## config.mk

```make
export PLATFORM = sky130hd
export DESIGN_NAME = tdm_slot_demux
export DESIGN_NICKNAME = d
export VERILOG_FILES = /design/src/rtl/tdm_pkg.sv /design/src/rtl/tdm_hdr_detect.sv /design/src/rtl/tdm_slot_ctrl.sv /design/src/rtl/tdm_lane_collect.sv /design/src/rtl/tdm_slot_demux.sv
export SDC_FILE = /design/constraint.sdc
export NUM_CORES = 1
export LEC_CHECK = 0
export CAP_MARGIN = 20
export CORE_MARGIN = 2
export CORE_UTILIZATION = 40
export DETAILED_ROUTE_END_ITERATION = 8
export PLACE_DENSITY = 0.66
export SLEW_MARGIN = 20
export SYNTH_ARGS = -nofsm -noshare
export SYNTH_HDL_FRONTEND = slang
export SYNTH_SLANG_ARGS = --single-unit
```

## constraint.sdc

```tcl
create_clock -name clk -period 1.5 [get_ports clk]
set_clock_uncertainty 0.1 [all_clocks]
set_input_delay 0.15 -clock clk [delete_from_list [all_inputs] [get_ports clk]]
set_output_delay 0.15 -clock clk [all_outputs]
set_load 0.1 [all_outputs]
```

## src/rtl/tdm_pkg.sv

```systemverilog
// Shared types for the TDM demultiplexer.
// Assumes: nothing beyond IEEE 1800-2017 packages.
package tdm_pkg;
    // Header search state: hunting for the alignment word, or capturing slot bits.
    typedef enum logic {
        HDR_HUNT = 1'b0,
        HDR_SLOT = 1'b1
    } hdr_state_e;
endpackage

```

## src/rtl/tdm_hdr_detect.sv

```systemverilog
// Header detector: shifts every line bit into a window and compares it with
// the alignment word. After a match it captures SLOT_W slot bits, MSB first.
// hit_o is combinational and high in the cycle whose line bit is the last
// slot bit; slot_o is valid in that cycle.
// Assumes: SYNC_W >= 2 and SLOT_W >= 1.
module tdm_hdr_detect
    import tdm_pkg::*;
#(
    parameter int          SYNC_W    = 8,
    parameter logic [SYNC_W-1:0] SYNC_WORD = 8'hB5,
    parameter int          SLOT_W    = 2
) (
    input  logic              clk,
    input  logic              rst_n,
    input  logic              line_i,
    output logic              hit_o,
    output logic [SLOT_W-1:0] slot_o
);
    localparam int CNT_W = (SLOT_W > 1) ? $clog2(SLOT_W) : 1;

    hdr_state_e         state_q;
    logic [SYNC_W-1:0]  win_q;
    logic [SYNC_W-1:0]  win_nxt;
    logic [SLOT_W-1:0]  acc_q;
    logic [CNT_W-1:0]   bcnt_q;
    logic               last_bit;

    // Next window content and the slot value formed with the current bit.
    always_comb begin
        win_nxt  = {win_q[SYNC_W-2:0], line_i};
        slot_o   = SLOT_W'({acc_q, line_i});
        last_bit = (bcnt_q == CNT_W'(SLOT_W - 1));
        hit_o    = (state_q == HDR_SLOT) && last_bit;
    end

    // Window shift and hunt/capture sequencing.
    always_ff @(posedge clk) begin
        if (!rst_n) begin
            state_q <= HDR_HUNT;
            win_q   <= '0;
            acc_q   <= '0;
            bcnt_q  <= '0;
        end else begin
            win_q <= win_nxt;
            if (state_q == HDR_HUNT) begin
                if (win_nxt == SYNC_WORD) begin
                    state_q <= HDR_SLOT;
                    acc_q   <= '0;
                    bcnt_q  <= '0;
                end
            end else begin
                acc_q  <= slot_o;
                bcnt_q <= bcnt_q + CNT_W'(1);
                if (last_bit) begin
                    state_q <= HDR_HUNT;
                end
            end
        end
    end

    AST_HIT_AFTER_SYNC: assert property (@(posedge clk) disable iff (!rst_n)
        (state_q == HDR_SLOT && bcnt_q == '0) |-> $past(win_nxt == SYNC_WORD));
    AST_HIT_LEAVES_CAPTURE: assert property (@(posedge clk) disable iff (!rst_n)
        hit_o |=> (state_q == HDR_HUNT));
endmodule

```

## src/rtl/tdm_slot_ctrl.sv

```systemverilog
// Slot controller: holds the lock flag and the current slot number.
// A header load sets the slot to the header value; otherwise, while locked,
// the slot advances by one per cycle and wraps after the last lane.
// Assumes: load_i is a single-cycle pulse from the header detector.
module tdm_slot_ctrl #(
    parameter int NUM_LANES = 4,
    parameter int SLOT_W    = 2
) (
    input  logic              clk,
    input  logic              rst_n,
    input  logic              load_i,
    input  logic [SLOT_W-1:0] load_slot_i,
    output logic              locked_o,
    output logic [SLOT_W-1:0] slot_o,
    output logic              realign_o
);
    localparam logic [SLOT_W-1:0] LAST = SLOT_W'(NUM_LANES - 1);

    // Lock, slot counter and realign pulse.
    always_ff @(posedge clk) begin
        if (!rst_n) begin
            locked_o  <= 1'b0;
            slot_o    <= '0;
            realign_o <= 1'b0;
        end else begin
            realign_o <= load_i && locked_o;
            if (load_i) begin
                locked_o <= 1'b1;
                slot_o   <= load_slot_i;
            end else if (locked_o) begin
                slot_o <= (slot_o == LAST) ? '0 : slot_o + SLOT_W'(1);
            end
        end
    end

    AST_LOAD_TAKES_SLOT: assert property (@(posedge clk) disable iff (!rst_n)
        load_i |=> (locked_o && slot_o == $past(load_slot_i)));
    AST_LOCK_STICKY: assert property (@(posedge clk) disable iff (!rst_n)
        locked_o |=> locked_o);
    AST_REALIGN_PULSE: assert property (@(posedge clk) disable iff (!rst_n)
        realign_o |=> !realign_o);
endmodule

```

## src/rtl/tdm_lane_collect.sv

```systemverilog
// Lane collector: while locked, stores each line bit into the lane selected
// by the slot number and tracks which lanes were filled. When the last lane
// is written, it presents all lanes and their fill mask and pulses the strobe.
// A load clears the fill mask; the write on that same edge still uses the
// old slot number.
// Assumes: slot_i and locked_i come from the slot controller.
module tdm_lane_collect #(
    parameter int NUM_LANES = 4,
    parameter int SLOT_W    = 2
) (
    input  logic                 clk,
    input  logic                 rst_n,
    input  logic                 line_i,
    input  logic                 locked_i,
    input  logic                 load_i,
    input  logic [SLOT_W-1:0]    slot_i,
    output logic [NUM_LANES-1:0] data_o,
    output logic [NUM_LANES-1:0] valid_o,
    output logic                 strobe_o
);
    localparam logic [SLOT_W-1:0] LAST = SLOT_W'(NUM_LANES - 1);

    logic [NUM_LANES-1:0] buf_q, buf_nxt;
    logic [NUM_LANES-1:0] fill_q, fill_nxt;

    // Buffer and fill mask as they would be with the current bit written.
    always_comb begin
        buf_nxt          = buf_q;
        buf_nxt[slot_i]  = line_i;
        fill_nxt         = fill_q;
        fill_nxt[slot_i] = 1'b1;
    end

    // Lane storage, frame presentation and fill tracking.
    always_ff @(posedge clk) begin
        if (!rst_n) begin
            buf_q    <= '0;
            fill_q   <= '0;
            data_o   <= '0;
            valid_o  <= '0;
            strobe_o <= 1'b0;
        end else begin
            strobe_o <= 1'b0;
            if (locked_i) begin
                buf_q <= buf_nxt;
                if (slot_i == LAST) begin
                    data_o   <= buf_nxt;
                    valid_o  <= fill_nxt;
                    strobe_o <= 1'b1;
                    fill_q   <= '0;
                end else begin
                    fill_q <= fill_nxt;
                end
            end
            if (load_i) begin
                fill_q <= '0;
            end
        end
    end

    AST_LAST_LANE_VALID: assert property (@(posedge clk) disable iff (!rst_n)
        strobe_o |-> valid_o[NUM_LANES-1]);
    AST_HOLD_BETWEEN: assert property (@(posedge clk) disable iff (!rst_n)
        !strobe_o |-> ($stable(valid_o) && $stable(data_o)));
    AST_STROBE_NEEDS_LOCK: assert property (@(posedge clk) disable iff (!rst_n)
        strobe_o |-> $past(locked_i));
endmodule

```

## src/rtl/tdm_slot_demux.sv

```systemverilog
// Top level: header detector, slot controller and lane collector on the fast
// clock. Splits one serial stream into NUM_LANES lanes, aligned by an in-band
// header that carries the slot number of the next bit.
// Assumes: NUM_LANES is a power of two and the line bit is already
// synchronous to clk.
module tdm_slot_demux #(
    parameter int                NUM_LANES = 4,
    parameter int                SYNC_W    = 8,
    parameter logic [SYNC_W-1:0] SYNC_WORD = 8'hB5
) (
    input  logic                 clk,
    input  logic                 rst_n,
    input  logic                 line_i,
    output logic [NUM_LANES-1:0] lane_data_o,
    output logic [NUM_LANES-1:0] lane_valid_o,
    output logic                 frame_strobe_o,
    output logic                 locked_o,
    output logic                 realign_o
);
    localparam int SLOT_W = (NUM_LANES > 1) ? $clog2(NUM_LANES) : 1;

    logic              hdr_hit;
    logic [SLOT_W-1:0] hdr_slot;
    logic [SLOT_W-1:0] cur_slot;

    tdm_hdr_detect #(
        .SYNC_W   (SYNC_W),
        .SYNC_WORD(SYNC_WORD),
        .SLOT_W   (SLOT_W)
    ) u_hdr (
        .clk   (clk),
        .rst_n (rst_n),
        .line_i(line_i),
        .hit_o (hdr_hit),
        .slot_o(hdr_slot)
    );

    tdm_slot_ctrl #(
        .NUM_LANES(NUM_LANES),
        .SLOT_W   (SLOT_W)
    ) u_ctrl (
        .clk        (clk),
        .rst_n      (rst_n),
        .load_i     (hdr_hit),
        .load_slot_i(hdr_slot),
        .locked_o   (locked_o),
        .slot_o     (cur_slot),
        .realign_o  (realign_o)
    );

    tdm_lane_collect #(
        .NUM_LANES(NUM_LANES),
        .SLOT_W   (SLOT_W)
    ) u_coll (
        .clk     (clk),
        .rst_n   (rst_n),
        .line_i  (line_i),
        .locked_i(locked_o),
        .load_i  (hdr_hit),
        .slot_i  (cur_slot),
        .data_o  (lane_data_o),
        .valid_o (lane_valid_o),
        .strobe_o(frame_strobe_o)
    );

    AST_QUIET_UNLOCKED: assert property (@(posedge clk) disable iff (!rst_n)
        !locked_o |-> (lane_valid_o == '0 && lane_data_o == '0 && !frame_strobe_o));
    AST_REALIGN_WHEN_LOCKED: assert property (@(posedge clk) disable iff (!rst_n)
        realign_o |-> (locked_o && $past(locked_o)));
endmodule

```

==> flow_metrics.py <==
metrics = {
    "outcome": {
        "outcome": "completed",
    },
    "final_layout": {
        "nNetsFinal": 140,
        "syn2layout_area_growth_pct": 28.8,
        "utilization": 0.531,
        "diodes": 0,
        "drive_gt1_frac": 0.194,
    },
    "timing": {
        "drv_slew": 0,
        "tightest_slew_ns": 0.346,
        "setup_viol": 0,
        "finalCritPeriodShare": 0.887,
        "hold_viol": 0,
        "min_period_ns": 1.33,
        "fmax_mhz": 751,
        "fin_tns_setup_ns": 0,
        "rsz0062_at_grt": "no",
        "relSlewSlack": 0.769,
        "setup_ws_ns": 0.169,
    },
    "logic_synthesis": {
        "synth_cell_type_count": 26,
        "yosysMostFrequentCell": "dfxtp_1",
        "ys_top_cells_by_count": "dfxtp_1 (29), nor2_1 (14), nand2_1 (11), and2_1 (8)",
        "yosysSeqAreaShare": 0.525,
        "yosysTopAreaCell": "dfxtp_1",
        "syn_area_um2": 1110,
        "synth-edff-count": 0,
        "synth-async-reset-ratio": 0,
        "avgSynthCellArea_um2": 9.54,
        "synth-seq-cells": 29,
        "syn_nets": 123,
        "yosysWarnings": 0,
        "synth_flop_cell": "dfxtp_1",
        "ys_top_cells_by_area": "dfxtp_1 (52%), mux2i_1 (5.4%), nor2_1 (4.8%)",
        "synth_cells": 116,
        "synth_top_area_frac": 0.525,
    },
    "power": {
        "power_density_nw_per_um2": 880,
        "ir_drop_mv": 0.857,
        "p_int_uw": 962,
        "leakage_nw": 0.554,
        "clockPowerShare": 0.357,
        "p_comb_frac": 0.025,
        "finalPower_mw": 1.25,
        "p_switching_uw": 292,
        "seqPwrFrac": 0.618,
        "switching_share": 0.233,
    },
    "grt": {
        "grt_use_total": 0.150,
        "grt_first_pass_wirelength_um": 3550,
        "grt_overflow": 0,
        "first_global_vias": 839,
        "antenna_found_initial": 0,
        "grt_max_degree": 17,
    },
    "placed_design": {
        "numPortBuffers": 13,
        "pre_cts_ws_ns": 0.0309,
        "dp_hpwl_um": 1370,
        "gp_congestion": 0.782,
    },
    "clocking": {
        "cts-root-buf": "clkbuf_4",
        "clk_latency_ns": 0.33,
        "cts_tree": "yes",
        "cts_buffer_depth": 2,
        "cts_buffers": 5,
        "cts_htree_levels": 2,
        "clk_pin_slew_ns": 0.09,
        "hold_buffers": 0,
        "cts.sinks": 29,
    },
    "setup_path": {
        "ff2ff_path_depth": 4,
        "r2r-end": "u_coll.data_o[0]",
        "critPathCaptureType": "output pin",
        "worstSetupPathType": "reg -> out",
        "r2r_start": "u_ctrl.slot_o[0]",
        "cp_max_fo": 14,
        "critPathRequiredTime_ns": 1.25,
        "worst_ep_arrival_time_ns": 1.08,
        "regToRegSetupSlack_ns": 0.17,
        "cp-start-kind": "flip-flop",
    },
    "floorplan": {
        "std_cell_rows": 19,
        "ios": 14,
        "initial_core_util": 0.412,
        "die_h_um": 56.6,
        "die_width_um": 56.6,
        "core_area_um2": 2690,
        "dieArea_um2": 3200,
    },
    "detailed_routing": {
        "viasPerCell": 5.08,
        "drtPass1Iterations": 4,
        "routedWlPerCell_um": 11.7,
        "wirelength_um": 1930,
        "vias": 838,
        "ant_nets": 0,
        "drc": 0,
        "drtIter0Drc": 5,
    },
    "run": {
        "drv_cap": 0,
    },
    "worst_hold_path": {
        "hold_start": "u_hdr.win_q[5]",
        "hold_depth": 1,
        "hold_path.class": "reg -> reg",
        "hold_path_end": "u_hdr.win_q[6]",
    },
}
-- state kept, by name, indices dropped and copies added (netlist names), named ones only --
name	cells
u_ctrl.realign_o	1
u_hdr.state_q	1
u_coll.buf_q	3
u_hdr.acc_q	1
u_hdr.bcnt_q	1
u_ctrl.locked_o	1
u_coll.valid_o	4
u_coll.strobe_o	1
u_hdr.win_q	7
u_coll.data_o	4
u_coll.fill_q	2
u_ctrl.slot_o	2
-- cells in the final DEF, fill, tap and decap left out, types with 2 or more instances in the layout --
master | synthesis | layout
inv_1 | 4 | 4
clkbuf_4 | 0 | 5
nand3_1 | 7 | 7
buf_4 | 2 | 3
dfxtp_1 | 29 | 28
o21ai_0 | 3 | 3
clkdlybuf4s50_1 | 0 | 2
and2_1 | 8 | 8
clkinv_2 | 0 | 2
nor2_1 | 14 | 14
nand2_1 | 11 | 11
mux2i_1 | 6 | 6
buf_12 | 0 | 11
a211oi_2 | 2 | 2
ha_1 | 4 | 4
a21oi_1 | 5 | 5
nor3_1 | 7 | 7
-- power groups by stage --
stage	combinational (mW)	sequential, mW	clock [mW]
after floorplan	0.0217	0.792	0
after global placement	0.0316	0.793	0
after detailed placement	0.0324	0.793	0
after CTS	0.0323	0.775	0.466
after global routing	0.0356	0.776	0.503
final	0.0315	0.775	0.448
-- stage by stage --
step                cell area, um2  hold slack (ns)  instances
floorplan                     1110            0.306        116
global placement              1370            0.331        157
detailed placement            1370            0.343        157
CTS                           1420            0.351        165
global route                  1430            0.380        165
finish                        1430            0.358        165
-- worst max-delay path by stage --
stage                        to              from  slack [ns]  cells after the start
3_5_place_dp       u_hdr.bcnt_q            line_i        0.03                      4
4_1_cts        u_coll.data_o[2]  u_ctrl.slot_o[0]        0.11                      4
6_report               locked_o   u_ctrl.locked_o        0.17                      2
2_1_floorplan  u_coll.data_o[0]   u_ctrl.locked_o      0.0002                      4
3_3_place_gp     u_hdr.acc_q[0]            line_i        0.08                      4
5_1_grt        u_coll.data_o[1]  u_ctrl.slot_o[0]        0.07                      4
-- worst max-delay path, stage by stage, from the launching register on --
cell and delay [ns]:
dfxtp_2 0.34, buf_4 0.21, buf_12 0.20
-- cell families (layout without fill, tap and decap cells) --
logic type               after synthesis  in the layout  synth area share
AND/OR/NAND/NOR                       52             52             0.230
flip-flops                            29             29             0.525
AO/OA/AOI/OAI                         15             15            0.0962
buffers and inverters                 10             28            0.0498
multiplexers                           6              6            0.0543
adder cells (fa/ha/maj)                4              4            0.0453
-- final cells by class --
class | instances | area, um2
Clock buffer | 5 | 37.5
Clock inverter | 3 | 17.5
Tap cell | 31 | 38.8
Timing Repair Buffer | 16 | 263
Sequential cell | 29 | 582
Inverter | 4 | 15.0
Fill cell | 264 | 1260
Multi-Input combinational cell | 77 | 472
-- routing by layer --
metal | up-vias | global-route usage | wire length (um)
met5 | - | 0 | 0
met4 | 0 | 0.0714 | 49
met3 | 5 | 0.0829 | 104
met2 | 14 | 0.236 | 890
met1 | 393 | 0.162 | 885
li1 | 426 | - | -
-- what timing repair did --
action,4_1_cts,5_1_grt
endpoints found under the setup margin,0,2
endpoints found under the hold margin,0,0
resized for setup,0,1
setup buffers,0,0
(Power assumes the default switching activity.)
